`config.mk`:
```
export PLATFORM = sky130hd
export DESIGN_NAME = dbg_regwin_wrap
export DESIGN_NICKNAME = d
export VERILOG_FILES = /design/src/rtl/dbg_regwin_pkg.sv /design/src/rtl/regwin_bank.sv /design/src/rtl/dbg_view_mux.sv /design/src/rtl/dbg_regwin_wrap.sv
export SDC_FILE = /design/constraint.sdc
export NUM_CORES = 1
export LEC_CHECK = 0
export CAP_MARGIN = 20
export CORE_ASPECT_RATIO = 1.2
export CORE_UTILIZATION = 30
export DETAILED_ROUTE_END_ITERATION = 10
export HOLD_SLACK_MARGIN = 0.15
export MAX_ROUTING_LAYER = met4
export PLACE_DENSITY = 0.64
export SLEW_MARGIN = 20
export SYNTH_ARGS = -nofsm -noshare
export SYNTH_HDL_FRONTEND = slang
export SYNTH_HIERARCHICAL = 1
export SYNTH_SLANG_ARGS = --single-unit
export TNS_END_PERCENT = 50
```
`constraint.sdc`:
```
create_clock -name clk -period 6.4 [get_ports clk]
set_input_delay 1.6 -clock clk [delete_from_list [all_inputs] [get_ports clk]]
set_output_delay 1.6 -clock clk [all_outputs]
set_load 0.02 [all_outputs]
```
`src/rtl/dbg_regwin_pkg.sv`:
```
package dbg_regwin_pkg;

  typedef enum logic [2:0] {
    VIEW_ADDR  = 3'd0,
    VIEW_ACC   = 3'd1,
    VIEW_ACC7  = 3'd2,
    VIEW_MPTR  = 3'd3,
    VIEW_PC    = 3'd4,
    VIEW_IR    = 3'd5,
    VIEW_CCR   = 3'd6,
    VIEW_STATE = 3'd7
  } view_sel_e;

  localparam int CFG_WIN_EN_BIT = 7;
  localparam int CFG_DEMO_BIT   = 4;
  localparam int CFG_HALT_BIT   = 3;

endpackage

```
`src/rtl/regwin_bank.sv`:
```
module regwin_bank #(
  parameter int DATA_W    = 8,
  parameter int ADDR_W    = 8,
  parameter int REG_COUNT = 8,
  parameter logic [7:0] WIN_BASE = 8'h78
) (
  input  logic              clk,
  input  logic              rst_n,
  input  logic              win_en,
  input  logic [ADDR_W-1:0] addr,
  input  logic [DATA_W-1:0] wdata,
  input  logic              we,
  output logic              hit,
  output logic [DATA_W-1:0] rd_val
);
  localparam int IDX_W = $clog2(REG_COUNT);
  localparam logic [ADDR_W-1:0] BASE = ADDR_W'(WIN_BASE);

  logic [REG_COUNT-1:0][DATA_W-1:0] regs_q;
  logic [IDX_W-1:0] idx;

  assign idx = addr[IDX_W-1:0];
  assign hit = win_en && (addr[ADDR_W-1:IDX_W] == BASE[ADDR_W-1:IDX_W]);
  assign rd_val = regs_q[idx];

  for (genvar k = 0; k < REG_COUNT; k++) begin : g_reg
    always_ff @(posedge clk or negedge rst_n) begin
      if (!rst_n)
        regs_q[k] <= '0;
      else if (hit && we && (idx == IDX_W'(k)))
        regs_q[k] <= wdata;
    end
  end

  // registers are clear when reset releases
  a_r1_clear_on_release: assert property (@(posedge clk) disable iff (!rst_n)
    $rose(rst_n) |-> (regs_q == '0));

  // a window write lands in the addressed register
  a_r2_write_lands: assert property (@(posedge clk) disable iff (!rst_n)
    (hit && we) |=> (regs_q[$past(idx)] == $past(wdata)));

  // with the window off the bank holds its contents
  a_r5_hold_when_off: assert property (@(posedge clk) disable iff (!rst_n)
    !win_en |=> $stable(regs_q));

endmodule

```
`src/rtl/dbg_view_mux.sv`:
```
module dbg_view_mux
  import dbg_regwin_pkg::*;
#(
  parameter int DATA_W = 8,
  parameter int PIN_W  = 7
) (
  input  view_sel_e         sel,
  input  logic [PIN_W-1:0]  bus_addr,
  input  logic [DATA_W-1:0] acc,
  input  logic [PIN_W-1:0]  mptr,
  input  logic [PIN_W-1:0]  pc,
  input  logic [PIN_W-1:0]  ir,
  input  logic [1:0]        ccr,
  input  logic [PIN_W-1:0]  cu_state,
  output logic [PIN_W-1:0]  view
);
  localparam int CCR_PAD = PIN_W - 2;
  localparam int MSB_PAD = PIN_W - 1;

  always_comb begin
    unique case (sel)
      VIEW_ADDR:  view = bus_addr;
      VIEW_ACC:   view = acc[PIN_W-1:0];
      VIEW_ACC7:  view = {{MSB_PAD{1'b0}}, acc[DATA_W-1]};
      VIEW_MPTR:  view = mptr;
      VIEW_PC:    view = pc;
      VIEW_IR:    view = ir;
      VIEW_CCR:   view = {{CCR_PAD{1'b0}}, ccr};
      default:    view = cu_state;
    endcase
  end

  // the single-bit view keeps upper pins low
  always_comb begin
    if (sel == VIEW_ACC7)
      a_r8_acc7_upper_zero: assert (view[PIN_W-1:1] == '0);
  end

endmodule

```
`src/rtl/dbg_regwin_wrap.sv`:
```
module dbg_regwin_wrap
  import dbg_regwin_pkg::*;
#(
  parameter int DATA_W    = 8,
  parameter int ADDR_W    = 8,
  parameter int PIN_W     = 7,
  parameter int REG_COUNT = 8,
  parameter logic [7:0] WIN_BASE = 8'h78
) (
  input  logic              clk,
  input  logic              rst_n,
  input  logic [7:0]        test_cfg,
  input  logic [ADDR_W-1:0] core_addr,
  input  logic [DATA_W-1:0] core_wdata,
  input  logic              core_we,
  output logic [DATA_W-1:0] core_rdata,
  input  logic [DATA_W-1:0] dbg_acc,
  input  logic [PIN_W-1:0]  dbg_mptr,
  input  logic [PIN_W-1:0]  dbg_pc,
  input  logic [PIN_W-1:0]  dbg_ir,
  input  logic [1:0]        dbg_ccr,
  input  logic [PIN_W-1:0]  dbg_cu_state,
  output logic              halt_req,
  output logic              demo_rom_en,
  output logic [PIN_W:0]    pin_out,
  input  logic [DATA_W-1:0] pin_data_in,
  output logic [DATA_W-1:0] pin_data_out,
  output logic              pin_data_oe
);
  logic              win_hit;
  logic [DATA_W-1:0] win_rd;
  logic [PIN_W-1:0]  view;
  logic              ext_we;
  logic              unused_cfg;
  view_sel_e         sel;

  assign unused_cfg = ^test_cfg[6:5];
  assign sel = view_sel_e'(test_cfg[2:0]);

  regwin_bank #(
    .DATA_W(DATA_W), .ADDR_W(ADDR_W),
    .REG_COUNT(REG_COUNT), .WIN_BASE(WIN_BASE)
  ) u_bank (
    .clk(clk), .rst_n(rst_n),
    .win_en(test_cfg[CFG_WIN_EN_BIT]),
    .addr(core_addr), .wdata(core_wdata), .we(core_we),
    .hit(win_hit), .rd_val(win_rd)
  );

  dbg_view_mux #(.DATA_W(DATA_W), .PIN_W(PIN_W)) u_view (
    .sel(sel), .bus_addr(core_addr[PIN_W-1:0]), .acc(dbg_acc),
    .mptr(dbg_mptr), .pc(dbg_pc), .ir(dbg_ir), .ccr(dbg_ccr),
    .cu_state(dbg_cu_state), .view(view)
  );

  assign ext_we       = core_we && !win_hit;
  assign pin_out      = {ext_we, view};
  assign pin_data_out = core_wdata;
  assign pin_data_oe  = ext_we;
  assign core_rdata   = win_hit ? win_rd : pin_data_in;
  assign halt_req     = test_cfg[CFG_HALT_BIT];
  assign demo_rom_en  = test_cfg[CFG_DEMO_BIT];

  // a window write never strobes the pins
  a_r3_no_pin_we_on_hit: assert property (@(posedge clk) disable iff (!rst_n)
    (core_we && win_hit) |-> !pin_out[PIN_W]);

  // a disabled window never claims an access
  a_r5_off_never_hits: assert property (@(posedge clk) disable iff (!rst_n)
    !test_cfg[CFG_WIN_EN_BIT] |-> !win_hit);

  // normal view shows the bus address
  a_r7_normal_view: assert property (@(posedge clk) disable iff (!rst_n)
    (test_cfg[2:0] == 3'd0) |-> (pin_out[PIN_W-1:0] == core_addr[PIN_W-1:0]));

  // outside the window read data is the pin data
  a_r4_ext_read_path: assert property (@(posedge clk) disable iff (!rst_n)
    !win_hit |-> (core_rdata == pin_data_in));

endmodule

```
* After elaboration in Yosys (flattened, before gate mapping) *
Cells that the tools add are included.

storage, ports and cells
  bits in registers = 64
  latch bits = 0
  RAM bits = 0
  ROM bits = 0
  bits of input ports = 73
  output and inout bits = 27
  logic and storage cells = 41
  memories = 0

cells by class
  add/subtract/negate cells = 0
  multiply operators = 0
  div/mod/pow operators = 0
  magnitude comparators = 1
  eq/ne operators = 14
  shifts and indexed selects = 0
  multiplexer cells = 4
  bitwise logic cells = 0
  reduce and logical (&&, ||, !) cells = 14

operators by type and width
  kind                  number
  $pmux W7 S7           1
  $bmux W8 S3           1
  $eq A3 B3 Y1 const B  7
  $mux W8               2
  $eq A3 B2 Y1 const B  4
  $logic_and A1 B1 Y1   11
  $eq A3 B1 Y1 const B  2
  $logic_not A3 Y1      2
  $eq A5 B4 Y1 const B  1
  $lt A3 B4 Y1 const B  1
  $logic_not A1 Y1      1

* Depth between registers and ports, before layout *
  depth in word-level cells = 4
  gate-level depth with buffers = 6
  mapped depth without buffers = 4

* Modules after synthesis *
The synthesis kept the hierarchy.

modules (own cells, without submodules)
  module           times used  cells an instance  area each (um2)  sequential area each (um2)
  regwin_bank      1           175                3,009.1          1,601.5
  dbg_view_mux     1           52                 406.6            0.0
  dbg_regwin_wrap  1           21                 222.7            0.0

* Worst setup path after synthesis *
Ideal clock, no wire load.

  kind = in2out
  start point = in core_addr[1]
  end point = out core_rdata[0]
  arrival time = 3.119 ns
  required time = 4.800 ns
  setup slack = 1.681 ns
  stages = 5
  cells stage by stage = clkbuf_1 buf_1 mux4_2 mux2_2 mux2_4

between the ends
  word-level cells in the longest chain between the ends = 3

ends and longest elaborated chain
  what                           line                   RTL
  start: declaration             dbg_regwin_wrap.sv:13  input logic [ADDR_W-1:0] core_addr,
  $bmux W8 S3                    regwin_bank.sv:24      assign rd_val = regs_q[idx];
  $mux W8 (not written as such)  regwin_bank.sv:24
  named net win_rd[0]            dbg_regwin_wrap.sv:31  logic [DATA_W-1:0] win_rd;
  $mux W8                        dbg_regwin_wrap.sv:60  assign core_rdata = win_hit ? win_rd : pin_data_in;
  end: declaration               dbg_regwin_wrap.sv:16  output logic [DATA_W-1:0] core_rdata,

The timed path passes the listed nets, and every way through them passes these cells. The select of a mux whose other input is x is not followed.

* Worst setup path after layout *
  start point = in core_addr[0]
  end point = out core_rdata[3]

The elaborated chain is that of the path after synthesis.

==> reports/results.ini <==
[clock_tree]
cts_max_level=3
cts_hold_buf=0
path_clk_slew_ns=0.05
numCtsBuffers=9
cts_setup_buffers=0
clock-sinks=64
clock-root-buffer=clkbuf_16
ctsLongestPathBuffers=2
cts_tree=done
clock_latency_ns=0.32
cts_resized=0

[power_and_ir_drop]
power_frac_comb=0.157
power.density_nw_per_um2=208.1
p_seq_frac=0.412
clock_power_share=0.431
p_int_w=0.0007878
p_switching_w=0.0002358
p_leak_nw=2.178
peakVddDrop_mv=0.1694
p_sw_frac=0.2304

[detailed_routing]
wire_per_inst_um=18.27
met3_wirelength_um=757
vias=2479
remaining_drc_errors=0
top_layer=met4
wl_met2_um=4423
wirelength_um=9046
first_iter_violations=165
wl_met1_um=3770
ant_nets=0
viasPerCell=5.008
firstDrtPassIters=4

[global_route]
grt_usage=0.1513
antenna_found_initial=0
first_global_vias=2540
grt-ovfl-total=0
grt_first_pass_wirelength_um=13480
grt_max_degree=65

[cells_and_area]
nFillCells=1083
num_antenna_cells=0
final_nets=407
top_regs=u_bank/regs_q: 64 flops
stdcell_area_sq_um=4920
area_delta_synth_final_pct=35.21
layout-drive-gt1-share=0.3876
utilization=0.4214
largest-register=u_bank/regs_q
largest_reg_flops=64
final_common_cell=clkdlybuf4s50_1
final_cell_mix=clkdlybuf4s50_1 (92), mux2_2 (66), dfrtp_1 (64)

[synth]
syn-cell-area_sq_um=3638
synth_top_area_share=0.4402
synth.top_cells.by_area=dfrtp_1 (44%), mux2_2 (20%), mux4_2 (9.9%), mux2_4 (6.6%), mux4_1 (2.9%)
synth_cells=248
ys_warn_count=6
synth_area_per_cell_sq_um=14.67
syn-num-nets=321
synth_edf_count=0
synth_ff_type=dfrtp_1
synth_top_cell_by_area=dfrtp_1
yosysSeqAreaShare=0.4402
synthArstFlopShare=1.000
yosysUniqueCellTypes=35
ys_seq_elements=64

[timing]
slew_headroom=0.3802
post-route-period-util=0.8938
rsz0062_at_grt=false
fin_skew_ns=0
hold_viol=0
period_minus_slack_ns=5.721
tns_ns=0
tightest_slew_ns=0.9246
slew_viol_final=0
setup_viol=0
fmax_mhz=174.8

[placed_design]
port-buffer-count=93
dpl-instance-area_sq_um=4646
gp_congestion=0.7030
hpwl_um=6140

[setup_path]
crit_path_max_fanout=19
setup.worst_path.end_class=output port
reg2regPathDepth=1
required_ns=4.80
reg2reg_from=u_bank/regs_q[10]$_DFFE_PN0P_
arrival_ns=4.12
startpoint=core_addr[0]
path_class=primary input to output port
cp-start-kind=primary input

[flow_run]
max_cap_viol_count=0

[floorplanning]
num_io_pins=100
start_util=0.3116
die_w_um=102.5
core_sq_um=11670
die_h_um=122.6
row_count=43
dieArea_sq_um=12570

[outcome]
status=complete, no violations

[worst_hold_path]
min-delay-start=u_bank/regs_q[9]$_DFFE_PN0P_
min_delay_path_depth=1
hp-class=register to register

-- cell families after synthesis --
family          Yosys count  share of synthesized area
mux                     105                     0.4065
flops                    64                     0.4402
simple gates             34                    0.07222
buf+inv                  26                    0.04848
compound gates           19                    0.03267
-- power by group through the flow --
| stage | Clock (W) | Combinational (W) | Sequential, W |
|---|---|---|---|
| 2_1_floorplan | 0 | 0.0000808 | 0.000426 |
| 3_3_place_gp | 0 | 0.000159 | 0.000427 |
| 3_5_place_dp | 0 | 0.000162 | 0.000428 |
| 4_1_cts | 0.000453 | 0.000163 | 0.000421 |
| 5_1_grt | 0.000471 | 0.000173 | 0.000422 |
| 6_report | 0.000441 | 0.000161 | 0.000421 |
-- Yosys cell counts (all sizes together), types with 2 or more instances --
cell type	number
a21oi	6
o22ai	3
a221oi	2
dfrtp	64
nand4bb	4
nor2	3
buf	24
nand2	3
o21a	2
a2bb2oi	2
o21ai	4
mux2	82
mux2i	3
nand3	4
nor3	6
mux4	20
nand3b	3
nand4	3
-- critical path: stages --
cell             delay (ns)
clkdlybuf4s50_1        0.46
buf_4                  0.34
mux4_1                 0.63
mux2_2                 0.28
mux2_4                 0.25
clkdlybuf4s50_1        0.54
-- metal layers --
layer,up-vias,global-route usage
li1,1116,-
met4,0,0.04643
met1,1254,0.1796
met2,101,0.2508
met5,-,-
met3,8,0.03815
-- stage by stage --
step            power, W  instances  hold slack, ns  setup slack, ns
2_1_floorplan  0.0005070        248          0.4720            1.681
3_3_place_gp   0.0005862        480          0.4803           0.6715
3_5_place_dp   0.0005900        480          0.4875           0.6770
4_1_cts         0.001037        495          0.4996           0.6627
5_1_grt         0.001066        495          0.5138           0.5852
6_report        0.001024        495          0.4954           0.6794
-- path summary, 6_finish.rpt --
path,endpoint,slack (ns)
worst max-delay path,core_rdata[3],0.68
worst min-delay path,u_bank/regs_q[9]$_DFFE_PN0P_,0.50
worst max register to register,u_bank/regs_q[10]$_DFFE_PN0P_,5.64
worst min register to register,u_bank/regs_q[9]$_DFFE_PN0P_,0.50
max in group asynchronous,u_bank/regs_q[32]$_DFFE_PN0P_,4.42
min in group asynchronous,u_bank/regs_q[9]$_DFFE_PN0P_,1.45
-- final cells by class --
cell class              instances  area [sq um]  area share
clock buffers                  12         256.5     0.05214
inverters                       1         3.754   0.0007630
clock inverters                 3         17.52    0.003561
flip-flops and latches         64          1602      0.3255
repair buffers                100         978.4      0.1989
well taps                     157         196.4     0.03993
multi-input cells             158          1866      0.3792
Note: power is estimated with default switching activity, not from simulation.
